===== src/rtl/wcv_pkg.sv =====
package wcv_pkg;
    typedef enum logic {
        DIR_WIDEN  = 1'b0,
        DIR_NARROW = 1'b1
    } dir_e;

    typedef enum logic {
        NUM_UNSIGNED = 1'b0,
        NUM_SIGNED   = 1'b1
    } num_e;
endpackage


===== src/rtl/wcv_widen.sv =====
module wcv_widen #(
    parameter int IN_W  = 16,
    parameter int OUT_W = 32
) (
    input  logic [IN_W-1:0]  din,
    input  logic             sgn,
    output logic [OUT_W-1:0] dout
);
    generate
        if (OUT_W > IN_W) begin : g_ext
            localparam int FILL_W = OUT_W - IN_W;
            logic fill_bit;
            always_comb begin
                fill_bit = sgn & din[IN_W-1];
                dout     = {{FILL_W{fill_bit}}, din};
            end
        end else begin : g_pass
            logic unused_sgn;
            always_comb begin
                unused_sgn = sgn;
                dout       = din[OUT_W-1:0];
            end
        end
    endgenerate
endmodule


===== src/rtl/wcv_narrow.sv =====
module wcv_narrow #(
    parameter int IN_W  = 16,
    parameter int OUT_W = 8
) (
    input  logic [IN_W-1:0]  din,
    input  logic             sgn,
    output logic [OUT_W-1:0] dout,
    output logic             loss
);
    generate
        if (OUT_W < IN_W) begin : g_cut
            localparam int DROP_W = IN_W - OUT_W;
            logic [DROP_W:0] span;
            logic            span_ones;
            logic            span_zeros;
            logic            drop_any;
            always_comb begin
                dout       = din[OUT_W-1:0];
                span       = din[IN_W-1:OUT_W-1];
                span_ones  = &span;
                span_zeros = ~|span;
                drop_any   = |din[IN_W-1:OUT_W];
                if (sgn) begin
                    loss = ~(span_ones | span_zeros);
                end else begin
                    loss = drop_any;
                end
            end
        end else begin : g_pass
            logic unused_sgn;
            always_comb begin
                unused_sgn = sgn;
                dout       = OUT_W'(din);
                loss       = 1'b0;
            end
        end
    endgenerate
endmodule


===== src/rtl/wcv_top.sv =====
module wcv_top #(
    parameter int IN_W     = 16,
    parameter int WIDE_W   = 32,
    parameter int NARROW_W = 8
) (
    input  logic              clk,
    input  logic              rst,
    input  logic              in_valid,
    input  logic [IN_W-1:0]   in_data,
    input  logic              is_signed,
    input  logic              narrow,
    output logic              out_valid,
    output logic [WIDE_W-1:0] out_data,
    output logic              lossy
);
    import wcv_pkg::*;

    typedef struct packed {
        logic              valid;
        logic [WIDE_W-1:0] data;
        logic              lossy;
    } state_t;

    state_t state_d, state_q;

    logic [WIDE_W-1:0]   wide_res;
    logic [NARROW_W-1:0] nar_res;
    logic                nar_loss;
    dir_e                dir;
    num_e                num;

    assign dir = dir_e'(narrow);
    assign num = num_e'(is_signed);

    wcv_widen #(.IN_W(IN_W), .OUT_W(WIDE_W)) u_widen (
        .din  (in_data),
        .sgn  (num == NUM_SIGNED),
        .dout (wide_res)
    );

    wcv_narrow #(.IN_W(IN_W), .OUT_W(NARROW_W)) u_narrow (
        .din  (in_data),
        .sgn  (num == NUM_SIGNED),
        .dout (nar_res),
        .loss (nar_loss)
    );

    always_comb begin
        state_d       = state_q;
        state_d.valid = in_valid;
        if (in_valid) begin
            if (dir == DIR_NARROW) begin
                state_d.data  = WIDE_W'(nar_res);
                state_d.lossy = nar_loss;
            end else begin
                state_d.data  = wide_res;
                state_d.lossy = 1'b0;
            end
        end
    end

    always_ff @(posedge clk) begin
        if (rst) begin
            state_q <= '0;
        end else begin
            state_q <= state_d;
        end
    end

    assign out_valid = state_q.valid;
    assign out_data  = state_q.data;
    assign lossy     = state_q.lossy;
endmodule


===== config.mk =====
export PLATFORM = sky130hd
export DESIGN_NAME = wcv_top
export DESIGN_NICKNAME = d
export VERILOG_FILES = /design/src/rtl/wcv_pkg.sv /design/src/rtl/wcv_widen.sv /design/src/rtl/wcv_narrow.sv /design/src/rtl/wcv_top.sv
export SDC_FILE = /design/constraint.sdc
export NUM_CORES = 1
export LEC_CHECK = 0
export ABC_AREA = 1
export BUFFER_PORTS_ARGS = -buffer_cell sky130_fd_sc_hd__buf_2
export CAP_MARGIN = 0
export CORE_MARGIN = 5
export CORE_UTILIZATION = 40
export CTS_BUF_LIST = sky130_fd_sc_hd__clkbuf_4 sky130_fd_sc_hd__clkbuf_8
export CTS_CLUSTER_DIAMETER = 30
export DETAILED_ROUTE_END_ITERATION = 10
export PLACE_DENSITY = 0.69
export SLEW_MARGIN = 10
export SYNTH_ARGS = -nofsm -noshare
export SYNTH_HDL_FRONTEND = slang
export SYNTH_HIERARCHICAL = 1
export SYNTH_SLANG_ARGS = --single-unit

===== constraint.sdc =====
create_clock -name clk -period 2 [get_ports clk]
set_clock_uncertainty 0.15 [all_clocks]
set_input_delay 0.3 -clock clk [delete_from_list [all_inputs] [get_ports clk]]
set_output_delay 0.3 -clock clk [all_outputs]
set_load 0.01 [all_outputs]

==> results of run 1 <==
## metrics by stage
stage / cell area (µm²) / hold WS [ps] / utilization / std cells / total power [µW]
after floorplan: 1760 / 325 / - / 231 / 902
after global placement: 1720 / 300 / 0.398 / 287 / 904
after detailed placement: 1720 / 305 / 0.398 / 287 / 906
after CTS: 1860 / 129 / 0.431 / 295 / 1680
after global routing: 1860 / 141 / 0.431 / 295 / 1740
final: 1860 / 137 / 0.431 / 295 / 1660
## logic make-up (layout without fill, tap and decap cells)
logic type | count (synthesis) | in the layout | share of synthesized area
buffers and inverters | 64 | 76 | 0.249
DFF | 34 | 34 | 0.386
and+or+nand+nor | 108 | 108 | 0.273
AOI/OAI and AO/OA | 25 | 25 | 0.0922
## per-layer routing
metal / vias up / share of wire / GRT usage
met5: - / 0 / 0
li1: 708 / - / -
met1: 594 / 0.46 / 0.162
met3: 4 / 0.075 / 0.0449
met4: 0 / 0.017 / 0.0420
met2: 43 / 0.44 / 0.166
## report_power, final
| part | internal, µW | total [µW] | leakage [µW] | switching [µW] |
|---|---|---|---|---|
| logic | 62.6 | 173 | 0.000551 | 110 |
| clock network | 532 | 775 | 0.0000714 | 244 |
| registers | 703 | 716 | 0.000277 | 12.6 |
| total | 1300 | 1660 | 0.000899 | 366 |
## how the worst max path moves through the flow
stage                              end
after floorplan           out_data[20]
after global placement     out_data[9]
after detailed placement  out_data[15]
after CTS                 out_data[15]
after global routing      out_data[31]
final                     out_data[15]
## area by class of cell
| cell class | count | area (µm²) | area share |
|---|---|---|---|
| clock buffer | 6 | 82.6 | 0.0443 |
| clock inverter | 2 | 60.1 | 0.0322 |
| inverter | 13 | 53.8 | 0.0289 |
| multi-input combinational | 133 | 644 | 0.346 |
| sequential | 34 | 681 | 0.365 |
| tap | 52 | 65.1 | 0.0349 |
| timing repair buffer | 55 | 278 | 0.149 |
## state kept, by name, summed over array words and instances (netlist names)
name	count
lossy	1
out_data	32
out_valid	1
## critical path: stages
cell,delay (ps)
buf_2,290
inv_6,180
nor2_8,350
nand2_1,110
a21oi_1,130
## cell usage in the layout, fill, tap and decap left out, drive strengths merged
cell	count
nand2	71
buf	55
dfxtp	34
nand3	26
a21oi	25
inv	13
nor2	10
clkbuf	6
bufinv	2
nand4	1
==> impl_metrics.toml, run 1 <==
[outcome]
status = "complete, no violations"

[worst_setup_path]
startpoint = "in_valid"
reg2reg_setup_slack_ps = 1200
r2r-end = "out_data[1]"
cp.required_ps = 2060
reg2reg_depth = 4
critPathCaptureType = "register"
reg2reg_from = "out_data[1]"
worstPathArrival_ps = 1370
setup.worst_path.class = "primary input to register"
crit_fanout = 35
critPathLaunchType = "primary input"

[floorplan]
die_area_um2 = 5840
dieHeight_um = 76.4
start_util = 0.408
core_um2 = 4320
die_width_um = 76.4
io_pins = 55
rows = 24

[timing]
slew-limit-headroom = 0.565
final_max_slew_viol_count = 0
finalSetupViolations = 0
hold_viol_final = 0
layout_setup_ws_ps = 693
max_freq_ghz = 0.765
worstMarginPinSlew_ps = 651
rsz0062_at_grt = "false"
tns_ps = 0
post-route-period-util = 0.653
min_period_ps = 1310

[route]
vias = 1349
vias_per_cell = 4.57
wl_per_cell_um = 11.5
ant_nets = 0
drt-total-wl_mm = 3.39
post-route-drc-count = 0
drt_iter0_markers = 86
drtPass1Iterations = 4

[synthesis]
synth_top_area_frac = 0.386
ys_ff_latch = 34
synthCells = 231
synth.avg_cell_area_um2 = 7.64
post-synth-top-count-cell = "nand2_1"
yosysSeqAreaShare = 0.386
ys_top_cells_by_area = "dfxtp_1 39%, buf_4 17%, nand2_1 13%, nand3_1 7.4%, a21oi_2 5.0%"
yosysWarnings = 6
synth_nets = 252
synth_edf_count = 0
syn_area_um2 = 1760
yosys.area.top_type = "dfxtp_1"
synth_common_cells = "61 x nand2_1, 41 x buf_4, 34 x dfxtp_1, 26 x nand3_1, 15 x a21oi_1"
synth_cell_types = 17
async_reset_ff_frac = 0
synthFlopType = "dfxtp_1"

[final_layout]
fillCellCount = 468
n_antenna_cell = 0
drive_gt1_frac = 0.354
nNetsFinal = 263
syn_to_final_growth_pct = 5.67

[min_path]
holdPathEnd = "out_data[12]"
hold_path_class = "primary input to register"
hp-start = "in_data[12]"
min_delay_path_depth = 3

[grt]
grt_max_degree = 36
gr-total-overflow = 0
grt_antenna_before_repair = 0
grt_util_all_layers = 0.118
grt_pass1_vias = 1183
grt_pass1_wl_mm = 5.67

[clock_tree]
clk_pin_slew_ps = 70
cts_repair_resize_count = 0
cts_max_path_buffers = 2
numCtsBuffers = 5
htreeDepth = 2
tritoncts = "yes"
postCtsSetupBuffers = 0
cts_sinks = 34
cts_root_buf = "clkbuf_8"
clk_latency_ps = 280
hold_buffers = 0

[run]
maxCapViolations = 0

[pwr]
ir_drop_mv = 0.577
powerDensity_nw_per_um2 = 892
power.leakage_uw = 0.000899

[place]
dp_slack_ps = 394
dpl.hpwl_mm = 2.39
io_buffers = 54
routabilityCongestion = 0.803
Power figures use the tool's default switching activity.
==> run 2: changes to the inputs <==
Settings changed: PLACE_DENSITY 0.69 to 0.71.
Clock period 2 ns to 1.1 ns, I/O delays scaled along.
==> run 2 against run 1 <==
  * Core utilization up 3.6 points
  * Power grew 71%
  * Hold slack worse by 130 ps
  * Die area unchanged
  * Worst setup slack worse by 650 ps
  * Clock power increased by 48%
  * Final area is 8.3% higher
  * Global-route usage is 0.66 points higher
  * Critical path depth decreased by 4
  * Clock-buffer cell count rose by 1
  * Critical endpoint is now out_data[10]
  * Largest cell class unchanged
  * Largest power group is now sequential cells
==> impl_metrics.toml, run 2 (same netlist as run 1, synthesis figures left out) <==
[place]
dpl.hpwl_mm = 2.56
io_buffers = 54
place_inst = 294
routabilityCongestion = 0.732

[grt]
grt_antenna_before_repair = 0
grt_pass1_wl_mm = 5.97
grt_pass1_vias = 1303
grt_max_degree = 25
gr-total-overflow = 0
grt_util_all_layers = 0.124

[route]
wl_per_cell_um = 11.7
drtPass1Iterations = 5
vias_per_cell = 4.60
drt-total-wl_mm = 3.57
vias = 1408
drt_iter0_markers = 86
ant_nets = 0
post-route-drc-count = 0

[min_path]
min_delay_path_depth = 3
hp-start = "in_data[11]"
holdPathEnd = "out_data[11]"
hold_path_class = "primary input to register"

[worst_setup_path]
critPathSlowestCell = "dfxtp_1"
crit_path_max_incr_delay_ps = 330
critPathLaunchType = "register"
reg2reg_depth = 4
setup.worst_path.class = "register to output port"
crit_fanout = 2
crit_family = "flip-flops"
critPathCaptureType = "output port"
reg2reg_from = "out_data[0]"
path_cells = "buf_2"
reg2reg_setup_slack_ps = 310
cp_num_buf_inv = 1
cp.required_ps = 780
r2r-end = "out_data[0]"
worstPathArrival_ps = 740

[timing]
whs_ps = 6.16
max_freq_ghz = 0.944
slew-limit-headroom = 0.815
min_period_ps = 1060
rsz0062_at_grt = "false"
finalSetupViolations = 0
worstMarginPinSlew_ps = 277
tns_ps = 0
post-route-period-util = 0.963
final_max_slew_viol_count = 0
hold_viol_final = 0

[final_layout]
layout_commonest_cell = "nand2_1"
syn_to_final_growth_pct = 14.5
nNetsFinal = 274
largest_reg_flops = 32
mostFrequentLayoutCells = "61 x nand2_1, 53 x buf_2, 26 x nand3_1"
instances_no_fill = 306
drive_gt1_frac = 0.437
n_antenna_cell = 0

[floorplan]
dieHeight_um = 76.4
start_util = 0.408
rows = 24
die_width_um = 76.4
io_pins = 55
core_um2 = 4320
die_area_um2 = 5840

[clock_tree]
clk_pin_slew_ps = 70
clk_latency_ps = 280
htreeDepth = 2
cts_root_buf = "clkbuf_8"
numCtsBuffers = 5
cts_sinks = 34
tritoncts = "yes"
postCtsSetupBuffers = 0
cts_max_path_buffers = 2

[run]
maxCapViolations = 0

[pwr]
comb_power_share = 0.134
seqPwrFrac = 0.460
switchingPower_uw = 662
power.internal_uw = 2180
power.share.switching = 0.233
power.leakage_uw = 0.000968
powerDensity_nw_per_um2 = 1410
ir_drop_mv = 0.498
pwr-share-clk = 0.406

[outcome]
status = "complete, no violations"
## run 2: cell count changes in the layout (fill, tap and decap cells not counted), sizes merged
cell | previous run | this run
dlygate4sd3 | 0 | 4
bufinv | 2 | 1
buf | 55 | 62
clkbuf | 6 | 7
## run 2: worst reg2reg max path, cell delays in order (launching register included)
cell and delay (ps):
dfxtp_2 320, nand2_1 50, nand3_1 70, nand2_1 60, inv_1 40
## run 2: repair_timing
action                     in CTS  in global routing
hold buffers                    4                  0
setup endpoints to repair       2                 16
resized for setup               2                 17
hold endpoints to repair        4                  0
cloned                          0                  0
## run 2: worst max path at each step
stage	startpoint	to	slack, ps	cells past startpoint
after floorplan	is_signed	out_data[20]	120	5
after global placement	narrow	out_data[14]	60	5
after detailed placement	narrow	out_data[12]	30	5
after CTS	out_data[11]	out_data[11]	6	1
after global routing	out_data[7]	out_data[7]	2	1
final	out_data[10]	out_data[10]	40	1
## run 2: area by class of cell
| class | instances | area [µm²] |
|---|---|---|
| inverters | 13 | 53.8 |
| flip-flops and latches | 34 | 703 |
| well taps | 52 | 65.1 |
| clock inverters | 1 | 30.0 |
| multi-input cells | 133 | 644 |
| fillers | 444 | 2300 |
| repair buffers | 66 | 439 |
| clock buffers | 7 | 83.8 |
## run 2: per-stage QoR
stage          setup WS (ps)  total power (µW)  area, µm²   util
6_report                40.6              2840       2020  0.467
5_1_grt                 1.50              2960       2020  0.467
4_1_cts                 5.72              2880       1990  0.461
3_5_place_dp            30.1              1700       1840  0.425
3_3_place_gp            61.9              1690       1840  0.425
2_1_floorplan            123              1640       1760      -
## run 2: metal layers
layer | vias up | global-route usage | wire length, µm
met5 | - | 0 | 0
met4 | 0 | 0.0577 | 33
met3 | 6 | 0.0473 | 259
met2 | 40 | 0.182 | 1600
met1 | 633 | 0.160 | 1680
li1 | 729 | - | -
## run 2: power by group through the flow
stage / Clock (µW) / Sequential [µW] / Combinational [µW]
3_3_place_gp: 0 / 1330 / 368
6_report: 1150 / 1300 / 381
5_1_grt: 1230 / 1310 / 422
3_5_place_dp: 0 / 1330 / 372
2_1_floorplan: 0 / 1350 / 289
4_1_cts: 1190 / 1300 / 383
